<file path="src/rtl/pa_pkg.sv">
package pa_pkg;
  localparam int VIOL_W   = 3;
  localparam int V_IDLE   = 0; // abort with valid low
  localparam int V_DROP   = 1; // abort withdrawn before acceptance
  localparam int V_SOP    = 2; // new packet in abort-ending beat
endpackage

</file>
<file path="src/rtl/pa_beat_track.sv">
module pa_beat_track (
  input  logic clk,
  input  logic rst,
  input  logic acc,
  input  logic last,
  input  logic disc,
  input  logic has_pld,
  output logic abort_now,
  output logic aborted_q,
  output logic nullify_q,
  output logic err_q
);
  logic in_pkt_q;
  logic pld_q;
  logic pld_eff;
  logic end_aborted;

  // payload indication is latched on the first beat of each packet
  assign pld_eff     = in_pkt_q ? pld_q : has_pld;
  assign abort_now   = acc && disc && pld_eff;
  assign end_aborted = acc && last && (aborted_q || abort_now);

  always_ff @(posedge clk) begin
    if (rst) begin
      in_pkt_q  <= 1'b0;
      pld_q     <= 1'b0;
      aborted_q <= 1'b0;
      nullify_q <= 1'b0;
      err_q     <= 1'b0;
    end else begin
      nullify_q <= end_aborted;
      err_q     <= end_aborted;
      if (acc) begin
        in_pkt_q <= !last;
        if (!in_pkt_q) pld_q <= has_pld;
        if (last)           aborted_q <= 1'b0;
        else if (abort_now) aborted_q <= 1'b1;
      end
    end
  end
endmodule

</file>
<file path="src/rtl/pa_rule_check.sv">
module pa_rule_check
  import pa_pkg::*;
(
  input  logic              clk,
  input  logic              rst,
  input  logic              valid,
  input  logic              ready,
  input  logic              disc,
  input  logic              acc,
  input  logic              last,
  input  logic              abort_now,
  input  logic              sop2,
  input  logic              clr,
  output logic [VIOL_W-1:0] viol_q
);
  logic              hold_q;
  logic [VIOL_W-1:0] evt;

  always_comb begin
    evt         = '0;
    evt[V_IDLE] = disc && !valid;
    evt[V_DROP] = hold_q && !disc;
    evt[V_SOP]  = acc && last && abort_now && sop2;
  end

  always_ff @(posedge clk) begin
    if (rst) hold_q <= 1'b0;
    else     hold_q <= valid && disc && !ready;
  end

  for (genvar i = 0; i < VIOL_W; i++) begin : g_flag
    always_ff @(posedge clk) begin
      if (rst || clr)  viol_q[i] <= 1'b0;
      else if (evt[i]) viol_q[i] <= 1'b1;
    end
  end
endmodule

</file>
<file path="src/rtl/pkt_abort_tracker.sv">
module pkt_abort_tracker
  import pa_pkg::*;
(
  input  logic              clk,
  input  logic              rst,
  input  logic              s_valid,
  input  logic              s_ready,
  input  logic              s_last,
  input  logic              s_disc,
  input  logic              s_has_pld,
  input  logic              s_sop2,
  input  logic              viol_clr,
  output logic              nullify,
  output logic              err_pulse,
  output logic              pkt_aborted,
  output logic [VIOL_W-1:0] viol_flags
);
  logic acc;
  logic abort_now;

  assign acc = s_valid && s_ready;

  pa_beat_track u_track (
    .clk       (clk),
    .rst       (rst),
    .acc       (acc),
    .last      (s_last),
    .disc      (s_disc),
    .has_pld   (s_has_pld),
    .abort_now (abort_now),
    .aborted_q (pkt_aborted),
    .nullify_q (nullify),
    .err_q     (err_pulse)
  );

  pa_rule_check u_rules (
    .clk       (clk),
    .rst       (rst),
    .valid     (s_valid),
    .ready     (s_ready),
    .disc      (s_disc),
    .acc       (acc),
    .last      (s_last),
    .abort_now (abort_now),
    .sop2      (s_sop2),
    .clr       (viol_clr),
    .viol_q    (viol_flags)
  );
endmodule

</file>
<file path="config.mk">
export PLATFORM = sky130hd
export DESIGN_NAME = pkt_abort_tracker
export DESIGN_NICKNAME = d
export VERILOG_FILES = /design/src/rtl/pa_pkg.sv /design/src/rtl/pa_beat_track.sv /design/src/rtl/pa_rule_check.sv /design/src/rtl/pkt_abort_tracker.sv
export SDC_FILE = /design/constraint.sdc
export NUM_CORES = 1
export LEC_CHECK = 0
export ABC_AREA = 1
export BUFFER_PORTS_ARGS = -buffer_cell sky130_fd_sc_hd__buf_4
export CELL_PAD_IN_SITES_DETAIL_PLACEMENT = 0
export CELL_PAD_IN_SITES_GLOBAL_PLACEMENT = 1
export CORE_AREA = 4 4 41 43
export DETAILED_ROUTE_END_ITERATION = 16
export DIE_AREA = 0 0 45 47
export GPL_TIMING_DRIVEN = 0
export PLACE_DENSITY_LB_ADDON = 0.2
export SETUP_SLACK_MARGIN = 0.02
export SYNTH_ARGS = -nofsm -noshare
export SYNTH_HDL_FRONTEND = slang
export SYNTH_SLANG_ARGS = --single-unit
export TNS_END_PERCENT = 50
</file>
<file path="constraint.sdc">
create_clock -name clk -period 1.6 [get_ports clk]
set_input_delay 0.08 -clock clk [delete_from_list [all_inputs] [get_ports clk]]
set_output_delay 0.08 -clock clk [all_outputs]
set_load 0.05 [all_outputs]
</file>
==> results.json <==
{
  "synth_top_area_share_pct": 51.61,
  "detail_route.first_pass.iterations": 4,
  "fp.dieArea_um2": 2115,
  "fin_crit_sh_pct": 88.31,
  "timing.final.setup_violations": 0,
  "timing.final.crit_period_ns": 1.413,
  "antenna_found_initial": 0,
  "crit_required_ns": 1.80,
  "insertion_delay_ns": 0.25,
  "dpl.hpwl_um": 538.3,
  "cts-root-to-sink-buffers": 2,
  "gr-total-overflow": 0,
  "syn_nets": 50,
  "cp_cell_sequence": "dlygate4sd3_1 > buf_4 > nor4_1 > dlygate4sd3_1",
  "pre_cts_ws_ns": 0.7482,
  "complex_gate_fraction_of_the_synthesized_area_pct": 11.69,
  "synth.area.mux_share_pct": 0,
  "crit_family": "buffers and inverters",
  "post-cts-setup-buffers": 0,
  "die-width_um": 45,
  "synth-seq-area-share_pct": 51.61,
  "routed-via-count": 309,
  "timing_worst_setup_path_type": "input port to flop",
  "grt_pass1_wl_um": 1083,
  "drc": 0,
  "final_critical_path_setup_slack_ns": 0.1870,
  "worst_ep_arrival_time_ns": 1.61,
  "ios": 15,
  "synth-xor-area-share_pct": 0,
  "synthSimpleGateAreaFrac_pct": 24.60,
  "final-hold-violation-count": 0,
  "chipHeight_um": 47,
  "fmaxAchievable_mhz": 707.7,
  "place_inst": 70,
  "largest_stage_delay_on_the_critical_path_ns": 0.58,
  "io_buffers": 14,
  "clock-sinks": 8,
  "detail_route.vias_per_cell": 4.120,
  "worstMarginPinSlew_ns": 0.2376,
  "regToRegStartpoint": "u_track.in_pkt_q$_SDFFE_PP0N_",
  "global_placement_routability_congestion": 0.7163,
  "antenna_cells": 0,
  "floorplan.initialDensity_pct": 23.85,
  "largest_driver_fanout_on_the_critical_path": 3,
  "clock_power_share_pct": 36.8,
  "p_sw_w": 0.00009922,
  "grt_pass1_vias": 266,
  "status": "complete, no violations",
  "p_per_area_nw_per_um2": 873.3,
  "tritoncts": "done",
  "power.switching_fraction_pct": 23.84,
  "number_of_synthesized_register_bits": 8,
  "crit_path_frequent_cell": "sky130_fd_sc_hd__dlygate4sd3_1",
  "cts-htree-levels": 1,
  "timing.max_slew.rel_slack_pct": 84.01,
  "syn-cell-area_um2": 310.3,
  "routedWlPerCell_um": 8.893,
  "drt_iter0_markers": 6,
  "grt_max_degree": 5,
  "timing.critical_path.slowest_stage_cell": "sky130_fd_sc_hd__dlygate4sd3_1",
  "hold_path.class": "input port to flop",
  "leakage_power_of_the_design_nw": 0.2387,
  "critPathBufInv": 3,
  "synth_top_cell_by_area": "sky130_fd_sc_hd__dfxtp_1",
  "synth-adder-area-share_pct": 0,
  "cellInternalPower_w": 0.0003171,
  "synth_top_family_by_area": "simple AND/OR/NAND/NOR gates",
  "track_usage_pct": 7.924,
  "skew_ns": 0.005096,
  "grt_setup_unrepaired": "no",
  "numCtsBuffers": 3,
  "cts_hold_buf": 2,
  "startpoint": "s_ready",
  "min_from": "s_disc",
  "share_comb_of_total_power_pct": 13.1,
  "resized_after_cts": 0,
  "clockRootBuffer": "sky130_fd_sc_hd__clkbuf_4",
  "timing.max_cap.violations": 0,
  "clkTransAtPathRegs_ns": 0.06,
  "wl_um": 667,
  "core_um2": 1301,
  "synth_area_per_cell_um2": 7.568,
  "nNetsFinal": 71,
  "final-max-slew-violation-count": 0,
  "timing.critical_path.from_type": "input port",
  "fin_cells": 75,
  "placement_rows": 13,
  "synth.top_cells.by_area": "sky130_fd_sc_hd__dfxtp_1 52%, sky130_fd_sc_hd__nand2_1 9.7%, sky130_fd_sc_hd__a21oi_1 8.1%, sky130_fd_sc_hd__inv_1 7.3%, sky130_fd_sc_hd__nor2_2 4.0%",
  "ys_warn_count": 0,
  "irDropWorstVdd_mv": 0.4042,
  "p_seq_share_pct": 50.1,
  "yosysUniqueCellTypes": 13,
  "setup_tns_ns": 0,
  "layout-area-overhead-vs-synth_pct": 53.63,
  "hold_ws_ns": 0.08473,
  "ant_nets": 0,
  "share_of_layout_cells_above_drive_strength_1_pct": 36.67,
  "endpoint_kind": "flop",
  "synthesis.instances": 41
}
[cell usage in the layout (no fill, tap or decap)]
| master | n |
|---|---|
| sky130_fd_sc_hd__buf_4 | 15 |
| sky130_fd_sc_hd__nand2_1 | 8 |
| sky130_fd_sc_hd__dfxtp_1 | 8 |
| sky130_fd_sc_hd__inv_1 | 6 |
| sky130_fd_sc_hd__a21oi_1 | 5 |
| sky130_fd_sc_hd__nor2_1 | 3 |
| sky130_fd_sc_hd__clkbuf_4 | 3 |
| sky130_fd_sc_hd__inv_2 | 2 |
| sky130_fd_sc_hd__nor2_2 | 2 |
| sky130_fd_sc_hd__nand3_1 | 2 |
| sky130_fd_sc_hd__dlygate4sd3_1 | 2 |
| sky130_fd_sc_hd__or2_1 | 1 |
| sky130_fd_sc_hd__nor4_1 | 1 |
| sky130_fd_sc_hd__o21ai_1 | 1 |
| sky130_fd_sc_hd__a31oi_1 | 1 |
[power groups by stage]
| stage | clock, W | sequential [W] | combinational, W |
|---|---|---|---|
| floorplan | 0 | 0.000220 | 0.0000207 |
| global placement | 0 | 0.000213 | 0.0000526 |
| detailed placement | 0 | 0.000213 | 0.0000526 |
| CTS | 0.000165 | 0.000208 | 0.0000553 |
| global route | 0.000181 | 0.000209 | 0.0000612 |
| finish | 0.000153 | 0.000209 | 0.0000547 |
[final timing paths]
kind / endpoint / cells after the start / slack [ns]
worst min-delay path: u_rules.viol_q[0]$_SDFFE_PP0P_ / 3 / 0.08
worst min register to register: u_rules.viol_q[2]$_SDFFE_PP0P_ / 2 / 0.45
worst max-delay path: u_rules.hold_q$_SDFF_PP0_ / 4 / 0.19
worst max register to register: u_track.nullify_q$_SDFF_PP0_ / 7 / 0.73
[per-layer routing]
metal  up-vias  GRT usage [%]  part of all wire, %
li1        168              -                    -
met1       118          9.862                   47
met2        19          9.040                   38
met3         4          6.130                   13
met4         0          5.263                  2.1
met5         -              0                    0
[kinds of logic after synthesis]
logic type,after synthesis
buffers and inverters,9
AOI/OAI and AO/OA,7
and+or+nand+nor,17
DFF,8
[synthesized netlist by cell type]
master,instances
sky130_fd_sc_hd__dfxtp_1,8
sky130_fd_sc_hd__nand2_1,8
sky130_fd_sc_hd__inv_1,6
sky130_fd_sc_hd__a21oi_1,5
sky130_fd_sc_hd__nor2_1,3
sky130_fd_sc_hd__inv_2,2
sky130_fd_sc_hd__nand3_1,2
sky130_fd_sc_hd__nor2_2,2
sky130_fd_sc_hd__a31oi_1,1
sky130_fd_sc_hd__buf_4,1
sky130_fd_sc_hd__nor4_1,1
sky130_fd_sc_hd__o21ai_1,1
sky130_fd_sc_hd__or2_1,1
[per-stage QoR]
step | utilization (%) | total power (W) | area, µm²
2_1_floorplan | - | 0.0002402 | 310.3
3_3_place_gp | 33.37 | 0.0002654 | 434.2
3_5_place_dp | 33.37 | 0.0002653 | 434.2
4_1_cts | 36.63 | 0.0004284 | 476.7
5_1_grt | 36.63 | 0.0004510 | 476.7
6_report | 36.63 | 0.0004163 | 476.7
[flip-flops by register name, summed over array words and instances, names as in the netlist]
| register | count |
|---|---|
| u_rules.viol_q | 3 |
| u_rules.hold_q | 1 |
| u_track.aborted_q | 1 |
| u_track.in_pkt_q | 1 |
| u_track.nullify_q | 1 |
| u_track.pld_q | 1 |
[final cells by class]
class | instances | area (µm²)
fillers | 147 | 824.5
repair buffers | 16 | 125.1
plain buffers | 1 | 7.507
well taps | 15 | 18.77
inverters | 8 | 30.03
clock buffers | 3 | 22.52
flip-flops and latches | 8 | 160.2
multi-input cells | 24 | 112.6
[tightest hold or removal path, cell delays in order]
cell and delay (ns):
sky130_fd_sc_hd__buf_4 0.09, sky130_fd_sc_hd__a21oi_1 0.05, sky130_fd_sc_hd__nor2_1 0.08
Note: power is estimated with default switching activity, not from simulation.
